`config.mk`:
```
export PLATFORM = sky130hd
export DESIGN_NAME = gpio_irq_ctrl
export DESIGN_NICKNAME = d
export VERILOG_FILES = /design/src/rtl/gpio_irq_pkg.sv /design/src/rtl/gpio_mode_decode.sv /design/src/rtl/gpio_edge_unit.sv /design/src/rtl/gpio_regs.sv /design/src/rtl/gpio_irq_ctrl.sv
export SDC_FILE = /design/constraint.sdc
export NUM_CORES = 1
export LEC_CHECK = 0
export ABC_AREA = 1
export BUFFER_PORTS_ARGS = -buffer_cell sky130_fd_sc_hd__buf_2
export CORE_MARGIN = 2
export CORE_UTILIZATION = 35
export CTS_CLUSTER_SIZE = 40
export DETAILED_ROUTE_END_ITERATION = 8
export RECOVER_POWER = 25
export SLEW_MARGIN = 20
export SYNTH_ARGS = -nofsm -noshare
export SYNTH_HDL_FRONTEND = slang
export SYNTH_HIERARCHICAL = 1
export SYNTH_SLANG_ARGS = --single-unit
```
`constraint.sdc`:
```
create_clock -name clk -period 3.5 [get_ports clk]
set_clock_uncertainty 0.2 [all_clocks]
set_input_delay 0.525 -clock clk [delete_from_list [all_inputs] [get_ports clk]]
set_output_delay 0.525 -clock clk [all_outputs]
set_load 0.005 [all_outputs]
```
`src/rtl/gpio_irq_pkg.sv`:
```
package gpio_irq_pkg;

    // Per-port drive mode. Encoding is fixed by the register layout.
    typedef enum logic [1:0] {
        MODE_OD_RISE     = 2'b00,  // open-drain, rising-edge interrupt
        MODE_OD_FALL     = 2'b01,  // open-drain, falling-edge interrupt
        MODE_PULLUP_FALL = 2'b10,  // open-drain with pull-up, falling edge
        MODE_PUSH_PULL   = 2'b11   // always driven, no interrupt
    } pin_mode_e;

endpackage

```
`src/rtl/gpio_mode_decode.sv`:
```
module gpio_mode_decode
    import gpio_irq_pkg::*;
#(
    parameter int PORT_W = 8
) (
    input  pin_mode_e         mode_i,
    input  logic [PORT_W-1:0] latch_i,
    output logic [PORT_W-1:0] out_o,
    output logic [PORT_W-1:0] oe_o,
    output logic [PORT_W-1:0] pu_o,
    output logic              sel_rise_o,
    output logic              sel_fall_o
);

    always_comb begin
        out_o      = '0;
        oe_o       = ~latch_i;   // open-drain: only a 0 is driven
        pu_o       = '0;
        sel_rise_o = 1'b0;
        sel_fall_o = 1'b0;
        unique case (mode_i)
            MODE_OD_RISE: begin
                sel_rise_o = 1'b1;
            end
            MODE_OD_FALL: begin
                sel_fall_o = 1'b1;
            end
            MODE_PULLUP_FALL: begin
                pu_o       = '1;
                sel_fall_o = 1'b1;
            end
            MODE_PUSH_PULL: begin
                oe_o  = '1;
                out_o = latch_i;
            end
            default: begin
                oe_o = ~latch_i;
            end
        endcase
    end

endmodule

```
`src/rtl/gpio_edge_unit.sv`:
```
module gpio_edge_unit #(
    parameter int PORT_W = 8
) (
    input  logic              clk,
    input  logic              rst_n,
    input  logic [PORT_W-1:0] pin_i,
    input  logic [PORT_W-1:0] ien_i,
    input  logic              sel_rise_i,
    input  logic              sel_fall_i,
    input  logic              block_i,
    input  logic [PORT_W-1:0] ack_i,
    output logic [PORT_W-1:0] level_o,
    output logic [PORT_W-1:0] pend_o
);

    typedef struct packed {
        logic [PORT_W-1:0] s1;
        logic [PORT_W-1:0] s2;
        logic [PORT_W-1:0] prev;
        logic [PORT_W-1:0] pend;
    } edge_st_t;

    edge_st_t          st_d, st_q;
    logic [PORT_W-1:0] rise, fall, cap;

    always_comb begin
        st_d = st_q;
        rise = st_q.s2 & ~st_q.prev;
        fall = ~st_q.s2 & st_q.prev;
        // polarity, R9 enable gate, R10 interface block
        cap  = ((rise & {PORT_W{sel_rise_i}}) | (fall & {PORT_W{sel_fall_i}}))
               & ien_i & {PORT_W{~block_i}};
        // capture wins over a same-cycle clear
        st_d.pend = (st_q.pend & ~ack_i) | cap;
        st_d.prev = st_q.s2;
        st_d.s2   = st_q.s1;
        st_d.s1   = pin_i;
    end

    always_ff @(posedge clk or negedge rst_n) begin
        if (!rst_n) st_q <= '0;
        else        st_q <= st_d;
    end

    assign level_o = st_q.s2;
    assign pend_o  = st_q.pend;

    p_sticky_r9: assert property (@(posedge clk) disable iff (!rst_n)
        1'b1 |=> ((($past(pend_o) & ~$past(ack_i)) & ~pend_o) == '0));

    p_enable_gate_r9: assert property (@(posedge clk) disable iff (!rst_n)
        1'b1 |=> ((pend_o & ~$past(pend_o) & ~$past(ien_i)) == '0));

    p_block_capture_r10: assert property (@(posedge clk) disable iff (!rst_n)
        block_i |=> ((pend_o & ~$past(pend_o)) == '0));

endmodule

```
`src/rtl/gpio_regs.sv`:
```
module gpio_regs #(
    parameter int NUM_PORTS = 4,
    parameter int PORT_W    = 8,
    parameter int ADDR_W    = 4,
    parameter int IEN_BASE  = 4,
    parameter int CFG_ADDR  = 8,
    parameter int PEND_BASE = 12
) (
    input  logic                          clk,
    input  logic                          rst_n,
    input  logic                          wr_i,
    input  logic [ADDR_W-1:0]             addr_i,
    input  logic [PORT_W-1:0]             wdata_i,
    output logic [NUM_PORTS*PORT_W-1:0]   latch_o,
    output logic [NUM_PORTS*PORT_W-1:0]   ien_o,
    output logic [2*NUM_PORTS-1:0]        cfg_o,
    output logic [NUM_PORTS*PORT_W-1:0]   ack_o
);

    localparam int PINS  = NUM_PORTS * PORT_W;
    localparam int CFG_W = 2 * NUM_PORTS;

    typedef struct packed {
        logic [PINS-1:0]  latch;
        logic [PINS-1:0]  ien;
        logic [CFG_W-1:0] cfg;
    } reg_st_t;

    reg_st_t st_d, st_q;

    always_comb begin
        st_d  = st_q;
        ack_o = '0;
        if (wr_i) begin
            for (int p = 0; p < NUM_PORTS; p++) begin
                if (addr_i == ADDR_W'(p))
                    st_d.latch[p*PORT_W +: PORT_W] = wdata_i;
                if (addr_i == ADDR_W'(IEN_BASE + p))
                    st_d.ien[p*PORT_W +: PORT_W] = wdata_i;
                if (addr_i == ADDR_W'(PEND_BASE + p))
                    ack_o[p*PORT_W +: PORT_W] = wdata_i;
            end
            if (addr_i == ADDR_W'(CFG_ADDR))
                st_d.cfg = wdata_i[CFG_W-1:0];
        end
    end

    always_ff @(posedge clk or negedge rst_n) begin
        if (!rst_n) begin
            st_q.latch <= '1;   // pins released after reset
            st_q.ien   <= '0;
            st_q.cfg   <= '0;
        end else begin
            st_q <= st_d;
        end
    end

    assign latch_o = st_q.latch;
    assign ien_o   = st_q.ien;
    assign cfg_o   = st_q.cfg;

    p_latch_hold_r5: assert property (@(posedge clk) disable iff (!rst_n)
        (!wr_i || addr_i >= ADDR_W'(NUM_PORTS)) |=> $stable(latch_o));

endmodule

```
`src/rtl/gpio_irq_ctrl.sv`:
```
module gpio_irq_ctrl
    import gpio_irq_pkg::*;
#(
    parameter int NUM_PORTS = 4,
    parameter int PORT_W    = 8,
    parameter int ADDR_W    = $clog2(4 * NUM_PORTS)
) (
    input  logic                        clk,
    input  logic                        rst_n,
    input  logic                        bus_wr,
    input  logic [ADDR_W-1:0]           bus_addr,
    input  logic [PORT_W-1:0]           bus_wdata,
    output logic [PORT_W-1:0]           bus_rdata,
    input  logic [NUM_PORTS*PORT_W-1:0] pad_in,
    output logic [NUM_PORTS*PORT_W-1:0] pad_out,
    output logic [NUM_PORTS*PORT_W-1:0] pad_oe,
    output logic [NUM_PORTS*PORT_W-1:0] pad_pu,
    input  logic                        iface_mode,
    output logic                        irq
);

    localparam int PINS      = NUM_PORTS * PORT_W;
    localparam int CFG_W     = 2 * NUM_PORTS;
    localparam int IEN_BASE  = NUM_PORTS;
    localparam int CFG_ADDR  = 2 * NUM_PORTS;
    localparam int PEND_BASE = 3 * NUM_PORTS;

    logic [PINS-1:0]  latch, ien, ack, level, pend;
    logic [CFG_W-1:0] cfg;

    gpio_regs #(
        .NUM_PORTS(NUM_PORTS), .PORT_W(PORT_W), .ADDR_W(ADDR_W),
        .IEN_BASE(IEN_BASE), .CFG_ADDR(CFG_ADDR), .PEND_BASE(PEND_BASE)
    ) u_regs (
        .clk(clk), .rst_n(rst_n), .wr_i(bus_wr), .addr_i(bus_addr),
        .wdata_i(bus_wdata), .latch_o(latch), .ien_o(ien), .cfg_o(cfg),
        .ack_o(ack)
    );

    for (genvar p = 0; p < NUM_PORTS; p++) begin : g_port
        pin_mode_e mode;
        logic      sel_rise, sel_fall;

        assign mode = pin_mode_e'(cfg[2*p +: 2]);

        gpio_mode_decode #(.PORT_W(PORT_W)) u_dec (
            .mode_i(mode), .latch_i(latch[p*PORT_W +: PORT_W]),
            .out_o(pad_out[p*PORT_W +: PORT_W]),
            .oe_o(pad_oe[p*PORT_W +: PORT_W]),
            .pu_o(pad_pu[p*PORT_W +: PORT_W]),
            .sel_rise_o(sel_rise), .sel_fall_o(sel_fall)
        );

        gpio_edge_unit #(.PORT_W(PORT_W)) u_edge (
            .clk(clk), .rst_n(rst_n),
            .pin_i(pad_in[p*PORT_W +: PORT_W]),
            .ien_i(ien[p*PORT_W +: PORT_W]),
            .sel_rise_i(sel_rise), .sel_fall_i(sel_fall),
            .block_i(iface_mode),
            .ack_i(ack[p*PORT_W +: PORT_W]),
            .level_o(level[p*PORT_W +: PORT_W]),
            .pend_o(pend[p*PORT_W +: PORT_W])
        );

        p_push_pull_quiet_r8: assert property (@(posedge clk) disable iff (!rst_n)
            (mode == MODE_PUSH_PULL) |=>
            ((pend[p*PORT_W +: PORT_W] & ~$past(pend[p*PORT_W +: PORT_W])) == '0));
    end

    // Register read mux
    always_comb begin
        bus_rdata = '0;
        for (int p = 0; p < NUM_PORTS; p++) begin
            if (bus_addr == ADDR_W'(p))
                bus_rdata = level[p*PORT_W +: PORT_W];
            if (bus_addr == ADDR_W'(PEND_BASE + p))
                bus_rdata = pend[p*PORT_W +: PORT_W];
        end
        if (bus_addr == ADDR_W'(CFG_ADDR))
            bus_rdata[CFG_W-1:0] = cfg;
    end

    // shared request, masked by the interface mode
    assign irq = (|pend) & ~iface_mode;

endmodule

```
==> results.md, run 1 <==
- Status: finished, violations left
- Violated checks: capacitance limit, slew limit
- Die Y: 174.4 µm
- Worst-Margin Slew: ~1.9 ns
- Power, Total: 6.212 mW
- Finished Layout Cells: about 1,800
- Hold Startpoint: g_port[3].u_edge/st_d[19]$_DFF_PN0_
- GRT overflow: 0
- Post-layout minimum cycle time: 2.914 ns
- GRT met1 Usage: 0.2482
- Post-synthesis net count: 1,380
- Netlist cell types: 29
- DP HPWL: roughly 20,000 µm
- Largest net degree at the start of global routing: 76
- Pins Over Slew Limit: 76
- Footprint of the multi-input gates: ~3400 µm²
- Met3 usage: 0.03084
- DR iter-0 viols: roughly 500
- Fillers: 2,970
- FF-to-FF End: g_port[2].u_edge/pend_o[0]$_DFF_PN0_
- Worst Setup Path Type: in2out
- Post-synth EDFFs: 0
- Hold WS: ~0.15 ns
- H-tree levels: 4
- Setup crit start: bus_addr[1]
- Post-Syn Area: about 10,000 µm²
- Async SR Flop Fraction: 1.000
- CP endpoint kind: output pin
- Overall Global Routing Usage: 0.1898
- Syn Inst Count: approximately 1,300
- Vias in the first global route: ~7,600
- Storage cell area: between 5000 and 6000 µm²
- Number of diodes: 0
- Routed WL: 28,190 µm
- Share of layout cells above drive strength 1: 0.1763
- PD cells: 541.7 nW/µm²
- Standard-cell row count: between 60 and 70
- Die Span X: approximately 170 µm
- Placed Cells: 1,737
- Max-Cap Viols: 1
- Initial Utilization: 0.3551
- IO buf count: around 150
- Number of endpoints failing setup at the final stage: 0
- Yosys reg bits: 200
- Setup_tns: 0 ns
- RSZ-0062 raised after global routing: no
- Mean area per synthesized cell: roughly 7.7 µm²
- Req. time, crit path: about 2.8 ns
- GR Util met2: 0.3211
- Period Utilization, post-route: 0.8326
- Drt pass-1 iters: 5
- Die Footprint: around 30,000 µm²
- Syn. warnings: 6
- Most used routing layer: met2
- Initial antenna violation count: 0
- GPL Wtd Cong: around 0.88
- Fin nets: 1,465
- DR WL/cell: roughly 16 µm
- Max rail drop VDD: 336.8 µV
- P_leak: around 6.3 nW
- CTS tree: done
- Hold Path Stages: 0
- Hold Crit Class: reg2reg
- Later-pin clock latency in the skew report: between 0.4 and 0.5 ns
- Top_reg_cell synth: dfrtp_1
- Vias post-DR: around 8,000
- Core Area: 28,630 µm²
- ANT nets after route: 0
- R2R setup slack: ~1.7 ns
- Slew HR: -0.2884
- CP arrival: 2.19 ns
- Register area share after synthesis: 0.4962
- WHS Endpoint: g_port[3].u_edge/level_o[3]$_DFF_PN0_
- Area delta synth->final: 12.81%
- Post-placement cell area: 10,590 µm²
- Number of remaining DRC errors: 0
- Clock tree buffer depth: 2
- Crit Path Max Fanout: 16
- Worst reg2reg path depth: 6
- CTS Sinks: 200
- Worst-path clk slew: 0.07 ns
- Global-route wire length before repair: about 44,000 µm
- Post-cts resize count: 0
- Design area: about 11,000 µm²
- Final Hold Viols: 0
- RR Startpoint: u_regs/cfg_o[4]$_DFFE_PN0P_
- Routed vias/inst: 4.460
- CP Launch Type: primary input
- Fmax: between 300 and 400 MHz
- Root Driver: clkbuf_16
- IO Count: about 150
- Clock buffer count from CTS: 17
-- critical path, stage by stage --
cell and delay, ns:
buf_2 0.19, nor2_1 0.75, nand3_1 0.17, nand3_1 0.14, nor2_1 0.06, nand4_1 0.08
nand2_1 0.06, nand2_1 0.09, buf_2 0.12
-- kinds of logic (layout without fill, tap and decap cells) --
group                      Yosys count  in the layout  share of synthesized area
buffers and inverters              352            450                     0.1711
DFF                                200            200                     0.4962
and+or+nand+nor                    735            735                     0.3036
AOI/OAI and AO/OA                   21             21                    0.01428
adders and majority gates           12             12                    0.01477
-- worst max path at each step --
stage,slack (ns),cells past startpoint,endpoint
floorplan,1.42,8,bus_rdata[0]
global placement,0.71,9,bus_rdata[6]
detailed placement,0.68,9,bus_rdata[0]
CTS,0.64,9,bus_rdata[0]
global route,0.36,3,u_regs/ien_o[14]$_DFFE_PN0P_
finish,0.59,9,bus_rdata[0]
-- layer usage --
metal  vias to the layer above  share of wire
li1                       3996              -
met1                      3826           0.44
met4                         0          0.026
met3                        32          0.039
met2                       183           0.49
met5                         -              0
-- synthesized netlist by cell type (3+ instances only) --
library cell / number / share of area
o21ai_0: 4 / 0.0020
nor4_1: 8 / 0.0049
nand2_1: 513 / 0.19
nand3_2: 4 / 0.0039
inv_1: 215 / 0.079
buf_4: 97 / 0.072
dfrtp_1: 168 / 0.41
buf_6: 4 / 0.0044
nand3_1: 66 / 0.032
nand2_2: 3 / 0.0018
dfstp_2: 32 / 0.083
o21bai_1: 16 / 0.012
nor2_1: 92 / 0.034
nor2_2: 3 / 0.0018
nor2_4: 7 / 0.0078
nand4_1: 32 / 0.020
inv_2: 8 / 0.0030
clkbuf_1: 9 / 0.0033
clkbuf_2: 6 / 0.0030
ha_1: 12 / 0.015
buf_2: 13 / 0.0064
-- area by class of cell --
type                            count  area share
Clock buffer                       19     0.03862
Clock inverter                     13     0.01167
Inverter                          223     0.07299
Multi-Input combinational cell    768      0.2938
Sequential cell                   200      0.4399
Tap cell                          384     0.04189
Timing Repair Buffer              195      0.1011
-- stage by stage --
step	utilization	setup slack, ns
after floorplan	-	1.425
after CTS	0.4016	0.6357
after global routing	0.4006	0.3563
after global placement	0.3699	0.7072
final	0.4006	0.5861
after detailed placement	0.3699	0.6792
-- power breakdown --
part	total (mW)	internal [mW]	switching [mW]
Clock	1.95	1.03	0.925
Sequential	3.05	2.71	0.341
Combinational	1.22	0.485	0.730
Total	6.21	4.22	2.00
-- repair_timing --
action | 4_1_cts | 5_1_grt
hold buffers | 33 | 0
buffers inserted | 0 | 0
hold endpoints to repair | 102 | 0
-- registers in the layout (all words and copies together) (netlist names) --
register and flops:
g_port.u_edge/st_q 32, u_regs/ien_o 32, g_port.u_edge/level_o 32, g_port.u_edge/st_d 32
g_port.u_edge/pend_o 32, u_regs/latch_o 32, u_regs/cfg_o 8
-- placed cells by master, fill, tap and decap left out --
master	instances
a21oi_1	1
buf_2	148
buf_4	9
bufinv_16	1
clkbuf_1	4
clkbuf_16	17
clkbuf_2	2
clkbuf_8	1
clkinv_1	1
clkinv_2	1
clkinv_4	3
dfrtp_1	168
dfstp_2	32
dlygate4sd3_1	33
ha_1	12
inv_1	215
inv_2	8
inv_6	4
inv_8	3
nand2_1	513
nand2_2	3
nand2_4	1
nand3_1	67
nand3_2	4
nand4_1	32
nor2_1	92
nor2_2	3
nor2_4	7
nor2_8	1
nor3_1	1
nor4_1	8
nor4_2	1
o21ai_0	4
o21bai_1	16
or2_0	1
or2_2	1
Note: power is estimated with default switching activity, not from simulation.
==> inputs of run 2 (changes only) <==
--- a/config.mk
+++ b/config.mk
@@ -5,7 +5,7 @@
 export SDC_FILE = /design/constraint.sdc
 export NUM_CORES = 1
 export LEC_CHECK = 0
-export ABC_AREA = 1
+export ABC_AREA = 0
 export BUFFER_PORTS_ARGS = -buffer_cell sky130_fd_sc_hd__buf_2
 export CORE_MARGIN = 2
 export CORE_UTILIZATION = 35
==> constraint.sdc (replaced) <==
create_clock -name clk -period 2.6 [get_ports clk]
set_clock_uncertainty 0.2 [all_clocks]
set_input_delay 0.39 -clock clk [delete_from_list [all_inputs] [get_ports clk]]
set_output_delay 0.39 -clock clk [all_outputs]
set_load 0.005 [all_outputs]
==> results.md, run 2 <==
- PD cells: 803.6 nW/µm² (was 541.7 nW/µm²)
- P_leak: 4.879 nW (was 6.314 nW)
- Final WS setup: 0.08936 ns (was 0.5861 ns)
- Fillers: 2,675 (was 2,970)
- Pre-CTS setup slack: 0.09947 ns (was 0.6792 ns)
- Number of endpoints failing setup at the final stage: 0 (unchanged)
- Multiplexer area fraction after synthesis: 0.08325 (was 0)
- Storage cell area: 5045 µm² (unchanged)
- CTS tree: done (unchanged)
- Overall Global Routing Usage: 0.1793 (was 0.1898)
- Max rail drop VDD: 463.5 µV (was 336.8 µV)
- Post-synthesis compound-gate area fraction: 0.1006 (was 0.01428)
- Hold WS: 0.1449 ns (was 0.1499 ns)
- Post-synth EDFFs: 0 (unchanged)
- Routed vias/inst: 4.893 (was 4.460)
- Layout Utilization: 0.4053 (was 0.4006)
- Drt pass-1 iters: 7 (was 5)
- Area delta synth->final: 14.65% (was 12.81%)
- CP endpoint kind: output pin (unchanged)
- Post-placement cell area: 10,200 µm² (was 10,590 µm²)
- IO buf count: 152 (unchanged)
- Later-pin clock latency in the skew report: 0.44 ns (about the same)
- Placed Cells: 1,287 (was 1,737)
- Mean area per synthesized cell: 11.19 µm² (was 7.702 µm²)
- Number of remaining DRC errors: 0 (unchanged)
- Share of layout cells above drive strength 1: 0.3432 (was 0.1763)
- Global-route wire length before repair: 38,830 µm (was 44,040 µm)
- Adder-cell share of the synthesized area: 0.01542 (was 0.01477)
- GPL Wtd Cong: 0.9236 (was 0.8840)
- Netlist cell types: 50 (was 29)
- Period Utilization, post-route: 0.9656
- Fin nets: 1,026 (was 1,465)
- Die Y: 170.8 µm (was 174.4 µm)
- Syn. warnings: 6 (unchanged)
- Most used routing layer: met2 (unchanged)
- GRT overflow: 0 (unchanged)
- Hold Crit Class: reg2reg (unchanged)
- ANT nets after route: 0 (unchanged)
- Worst-Margin Slew: 1.480 ns (was 1.933 ns)
- Area leader, netlist: dfrtp_1 (unchanged)
- DR WL/cell: 18.76 µm (was 15.64 µm)
- Yosys reg bits: 200 (unchanged)
- Top-count cell post-synth: dfrtp_1 (was nand2_1)
- Async SR Flop Fraction: 1.000 (unchanged)
- CTS Sinks: 200 (unchanged)
- FF-to-FF End: g_port[2].u_edge/pend_o[6]$_DFF_PN0_ (was g_port[2].u_edge/pend_o[0]$_DFF_PN0_)
- Die Span X: 170.8 µm (was 174.4 µm)
- Req. time, crit path: 2.01 ns (was 2.77 ns)
- Largest cells by area after synthesis: dfrtp_1 (43%), dfstp_2 (8.6%), mux2_2 (8.3%), buf_4 (7.6%), a32o_1 (3.5%) (was dfrtp_1 (41%), nand2_1 (19%), dfstp_2 (8.3%), inv_1 (7.9%), buf_4 (7.2%))
- RR Startpoint: u_regs/cfg_o[4]$_DFFE_PN0P_ (unchanged)
- DR iter-0 viols: 556 (was 511)
- CP Launch Type: register (was primary input)
- Design area: 11,170 µm² (was 11,470 µm²)
- GR Util met2: 0.2963 (was 0.3211)
- Clock tree buffer depth: 2 (unchanged)
- Hold Startpoint: g_port[1].u_edge/st_d[17]$_DFF_PN0_ (was g_port[3].u_edge/st_d[19]$_DFF_PN0_)
- Post-Syn Area: 9739 µm² (was 10,170 µm²)
- Register area share after synthesis: 0.5180 (was 0.4962)
- Vias in the first global route: 6,418 (was 7,620)
- Standard-cell row count: 61 (was 62)
- Max-Cap Viols: 0 (was 1)
- Commonest non-fill, non-tap cells in the layout: dfrtp_1 (168), buf_2 (150), mux2_2 (72), nand2_1 (52), nor2_1 (49) (was nand2_1 (513), inv_1 (215), dfrtp_1 (168), buf_2 (148), nor2_1 (92))
- Crit Path Max Fanout: 4 (was 16)
- Power, Total: 8.973 mW (was 6.212 mW)
- Routed WL: 25,480 µm (was 28,190 µm)
- WHS Endpoint: g_port[1].u_edge/level_o[1]$_DFF_PN0_ (was g_port[3].u_edge/level_o[3]$_DFF_PN0_)
- Core Area: 27,550 µm² (was 28,630 µm²)
- Largest net degree at the start of global routing: 55 (was 76)
- R2R setup slack: 0.80 ns (was 1.71 ns)
- H-tree levels: 4 (unchanged)
- Hold Path Stages: 0 (unchanged)
- Pins Over Slew Limit: 0 (was 76)
- Finished Layout Cells: 1,358 (was 1,802)
- Vias post-DR: 6,645 (was 8,037)
- Post-synthesis simple-gate area fraction: 0.1581 (was 0.3036)
- Initial antenna violation count: 0 (unchanged)
- Post-synthesis net count: 930 (was 1,380)
- Worst reg2reg path depth: 5 (was 6)
- Setup_tns: 0 ns (unchanged)
- Met3 usage: 0.03400 (was 0.03084)
- RSZ-0062 raised after global routing: no (unchanged)
- Synth top area share: 0.4317 (was 0.4135)
- Root Driver: clkbuf_16 (unchanged)
- DP HPWL: 18,700 µm (was 20,440 µm)
- Post-layout minimum cycle time: 2.511 ns
- Syn Inst Count: 870 (was 1,320)
- Status: completed (was finished, violations left)
- Fmax: between 300 and 400 MHz
- IO Count: 153 (unchanged)
- Die Footprint: 29,180 µm² (was 30,430 µm²)
- Slew HR: 0.01301 (was -0.2884)
- Final Hold Viols: 0 (unchanged)
- Clock buffer count from CTS: 17 (unchanged)
- Footprint of the multi-input gates: 3487 µm² (was 3369 µm²)
- Top_reg_cell synth: dfrtp_1 (unchanged)
- Main combinational cell family by area after synthesis: simple AND/OR/NAND/NOR gates (unchanged)
- Worst-path clk slew: 0.08 ns (was 0.07 ns)
- Commonest non-fill, non-tap cell in the layout: dfrtp_1 (was nand2_1)
- Initial Utilization: 0.3535 (was 0.3551)
- Post-Synth XOR/XNOR Area: 0 (unchanged)
- GRT met1 Usage: 0.2377 (was 0.2482)
- Post-synth top cells: dfrtp_1 (168), buf_4 (99), mux2_2 (72), nand2_1 (52), nor2_1 (49) (was nand2_1 (513), inv_1 (215), dfrtp_1 (168), buf_4 (97), nor2_1 (92))
- Worst Setup Path Type: reg2out (was in2out)
- CP arrival: 1.92 ns (was 2.19 ns)
==> run 2: worst max-delay path by stage <==
stage	from	endpoint	slack [ns]
floorplan	bus_addr[3]	bus_rdata[4]	0.60
global placement	bus_addr[3]	bus_rdata[7]	0.11
detailed placement	bus_addr[3]	bus_rdata[5]	0.1
CTS	bus_addr[2]	bus_rdata[2]	0.05
global route	bus_addr[2]	bus_rdata[5]	0.002
finish	g_port[0].u_edge/level_o[5]$_DFF_PN0_	bus_rdata[5]	0.09
==> run 2: cell families after synthesis <==
logic type / Yosys count
AOI/OAI and AO/OA: 136
adders and majority gates: 12
buffers and inverters: 185
DFF: 200
muxes: 72
and+or+nand+nor: 265
==> run 2: cell type report <==
cell class	instances	share of cell area
multi-input cells	485	0.3123
repair buffers	216	0.1240
flip-flops and latches	200	0.4518
clock inverters	14	0.01446
clock buffers	18	0.03933
inverters	46	0.01546
well taps	378	0.04236
diodes	1	0.0002241
==> run 2: routing by layer <==
layer  share of wire  wire, µm  up-vias
met5               0         0        -
met4           0.024       606        0
met3           0.049      1246       40
met2            0.48     12300      220
met1            0.44     11330     3295
li1                -         -     3090
==> run 2: power breakdown <==
part / switching [mW] / internal, mW
combinational: 0.892 / 0.982
clock: 1.29 / 1.40
sequential: 0.632 / 3.78
==> run 2: timing repair <==
| item | in CTS | in global routing |
|---|---|---|
| setup buffers | 0 | 5 |
| hold endpoints to repair | 72 | 0 |
| resized for setup | 0 | 3 |
| hold buffers | 33 | 0 |
| setup endpoints to repair | 0 | 7 |
==> run 2: worst max-delay path, cell delays in order, from the launching register on <==
cell and delay, ns:
dfrtp_1 0.44, nor2_1 0.21, a2bb2oi_1 0.25, nor3_1 0.07, a211oi_1 0.22, a21oi_1 0.15, buf_2 0.15
==> inputs of run 3 (changes only) <==
--- a/config.mk
+++ b/config.mk
@@ -12,6 +12,9 @@
 export CTS_CLUSTER_SIZE = 40
 export DETAILED_ROUTE_END_ITERATION = 8
 export RECOVER_POWER = 25
+export REMOVE_ABC_BUFFERS = 1
+export SETUP_SLACK_MARGIN = 0.4
+export SKIP_LAST_GASP = 1
 export SLEW_MARGIN = 20
 export SYNTH_ARGS = -nofsm -noshare
 export SYNTH_HDL_FRONTEND = slang
==> results.md, run 3 (synthesized netlist as in run 2, its figures left out) <==
- Commonest non-fill, non-tap cells in the layout: dfrtp_1 (161), buf_2 (146), mux2_2 (72), nand2_1 (50), inv_1 (46) (was dfrtp_1 (168), buf_2 (150), mux2_2 (72), nand2_1 (52), nor2_1 (49))
- Status: completed (unchanged)
- Storage cell area: 5054 µm² (was 5045 µm²)
- R2R setup slack: 0.65 ns (was 0.80 ns)
- Footprint of the multi-input gates: 3804 µm² (was 3487 µm²)
- Clock buffer count from CTS: 17 (unchanged)
- Die Span X: 170.8 µm (unchanged)
- Post-layout minimum cycle time: 2.349 ns (was 2.511 ns)
- Global-route wire length before repair: 38,190 µm (was 38,830 µm)
- Vias in the first global route: 6,371 (was 6,418)
- CTS Sinks: 200 (unchanged)
- Finished Layout Cells: 1,382 (was 1,358)
- Root Driver: clkbuf_16 (unchanged)
- Fmax: 425.7 MHz (was 398.3 MHz)
- IO buf count: 152 (unchanged)
- Routed WL: 25,410 µm (was 25,480 µm)
- CP endpoint kind: output pin (unchanged)
- Die Y: 170.8 µm (unchanged)
- Max-Cap Viols: 0 (unchanged)
- Worst Setup Path Type: reg2out (unchanged)
- PD cells: 782.3 nW/µm² (was 803.6 nW/µm²)
- Largest net degree at the start of global routing: 67 (was 55)
- Initial Utilization: 0.3535 (unchanged)
- Hold Crit Class: reg2reg (unchanged)
- Period Utilization, post-route: 0.9034 (was 0.9656)
- Commonest non-fill, non-tap cell in the layout: dfrtp_1 (unchanged)
- Number of remaining DRC errors: 0 (unchanged)
- Overall Global Routing Usage: 0.1769 (was 0.1793)
- Worst reg2reg path depth: 5 (unchanged)
- GRT overflow: 0 (unchanged)
- Slew HR: 0.1489 (was 0.01301)
- P_leak: 5.050 nW (was 4.879 nW)
- DR iter-0 viols: 316 (was 556)
- Crit Path Max Fanout: 3 (was 4)
- Setup crit start: g_port[0].u_edge/pend_o[4]$_DFF_PN0_ (was g_port[0].u_edge/level_o[5]$_DFF_PN0_)
- Share of layout cells above drive strength 1: 0.4128 (was 0.3432)
- CP arrival: 1.76 ns (was 1.92 ns)
- Final Hold Viols: 0 (unchanged)
- FF-to-FF End: g_port[3].u_edge/pend_o[2]$_DFF_PN0_ (was g_port[2].u_edge/pend_o[6]$_DFF_PN0_)
- Final WS setup: 0.2511 ns (was 0.08936 ns)
- Max rail drop VDD: 373.0 µV (was 463.5 µV)
- RR Startpoint: u_regs/cfg_o[6]$_DFFE_PN0P_ (was u_regs/cfg_o[4]$_DFFE_PN0P_)
- Worst-Margin Slew: 1.277 ns (was 1.480 ns)
- Area delta synth->final: 20.27% (was 14.65%)
- Clock tree buffer depth: 2 (unchanged)
- Routed vias/inst: 4.860 (was 4.893)
- Fin nets: 1,050 (was 1,026)
- Setup_tns: 0 ns (unchanged)
- H-tree levels: 4 (unchanged)
- Fillers: 2,654 (was 2,675)
- DR WL/cell: 18.39 µm (was 18.76 µm)
- Vias post-DR: 6,717 (was 6,645)
- RSZ-0062 raised after global routing: yes (was no)
- ANT nets after route: 0 (unchanged)
- Pre-CTS setup slack: 0.05161 ns (was 0.09947 ns)
- Core Area: 27,550 µm² (unchanged)
- Later-pin clock latency in the skew report: 0.44 ns (about the same)
- CP Launch Type: register (unchanged)
- DP HPWL: 18,310 µm (was 18,700 µm)
- GPL Wtd Cong: 0.9136 (was 0.9236)
- Die Footprint: 29,180 µm² (unchanged)
- Worst-path clk slew: 0.08 ns (about the same)
- Number of endpoints failing setup at the final stage: 0 (unchanged)
- CTS tree: done (unchanged)
- Placed Cells: 1,291 (was 1,287)
- IO Count: 153 (unchanged)
- Req. time, crit path: 2.01 ns (about the same)
- Drt pass-1 iters: 5 (was 7)
- Standard-cell row count: 61 (unchanged)
- CP endpoint: irq (was bus_rdata[5])
- Pins Over Slew Limit: 0 (unchanged)
- Initial antenna violation count: 1 (was 0)
-- run 3: changes by cell type in the layout (fill, tap and decap cells not counted), moves of 6 or more --
cell,previous run,this run
dfrtp_1,168,161
dfrtp_2,0,7
buf_6,0,6
o21ai_0,18,9
buf_4,26,38
o21ai_2,2,8
-- run 3: worst max-delay path, stage by stage, from the launching register on --
cell     delay (ns)
dfrtp_2        0.46
nor4_4         0.29
nand4_1        0.20
nor2_1         0.14
nor2_1         0.09
buf_2          0.14
-- run 3: worst min path at each step --
stage                                   startpoint                               endpoint  slack (ns)  depth (start not counted)
3_5_place_dp   g_port[1].u_edge/st_d[20]$_DFF_PN0_  g_port[1].u_edge/level_o[4]$_DFF_PN0_        0.13                          0
4_1_cts        g_port[2].u_edge/st_d[20]$_DFF_PN0_  g_port[2].u_edge/level_o[4]$_DFF_PN0_        0.15                          0
5_1_grt        g_port[2].u_edge/st_d[20]$_DFF_PN0_  g_port[2].u_edge/level_o[4]$_DFF_PN0_        0.15                          0
2_1_floorplan                                rst_n  g_port[0].u_edge/level_o[0]$_DFF_PN0_       -0.11                          0
6_report       g_port[2].u_edge/st_d[20]$_DFF_PN0_  g_port[2].u_edge/level_o[4]$_DFF_PN0_        0.15                          0
3_3_place_gp   g_port[1].u_edge/st_d[19]$_DFF_PN0_  g_port[1].u_edge/level_o[3]$_DFF_PN0_        0.13                          0
-- run 3: power breakdown --
part           switching, mW  internal [mW]  total, mW
sequential             0.668           3.79       4.46
clock                   1.32           1.39       2.71
combinational          0.929           1.07       2.00
-- run 3: timing repair --
action / CTS / global route
endpoints found under the setup margin: 70 / 54
hold endpoints to repair: 79 / 0
gates resized for setup: 72 / 37
hold buffers: 33 / 0
buffers inserted: 10 / 14
pin swaps: 25 / 23
gates cloned: 1 / 0
-- run 3: cell type report --
type,instances,area share
clock inverters,15,0.01538
repair buffers,239,0.1368
diodes,1,0.0002136
flip-flops and latches,200,0.4314
clock buffers,17,0.03632
multi-input cells,486,0.3247
well taps,378,0.04038
inverters,46,0.01474
-- run 3: stage by stage --
stage,utilization,hold WS (ns),area [µm²],power (mW)
5_1_grt,0.4250,0.1463,11710,9.695
3_5_place_dp,0.3708,0.1347,10220,6.286
4_1_cts,0.4167,0.1472,11480,9.170
2_1_floorplan,-,-0.1056,8698,5.263
6_report,0.4251,0.1465,11710,9.164
3_3_place_gp,0.3708,0.1325,10220,6.231
-- run 3: routing by layer --
layer / up-vias / global-route usage / share of wire
li1: 3152 / - / -
met1: 3308 / 0.2367 / 0.46
met2: 211 / 0.2792 / 0.45
met3: 46 / 0.03400 / 0.049
met4: 0 / 0.07959 / 0.039
met5: - / 0 / 0
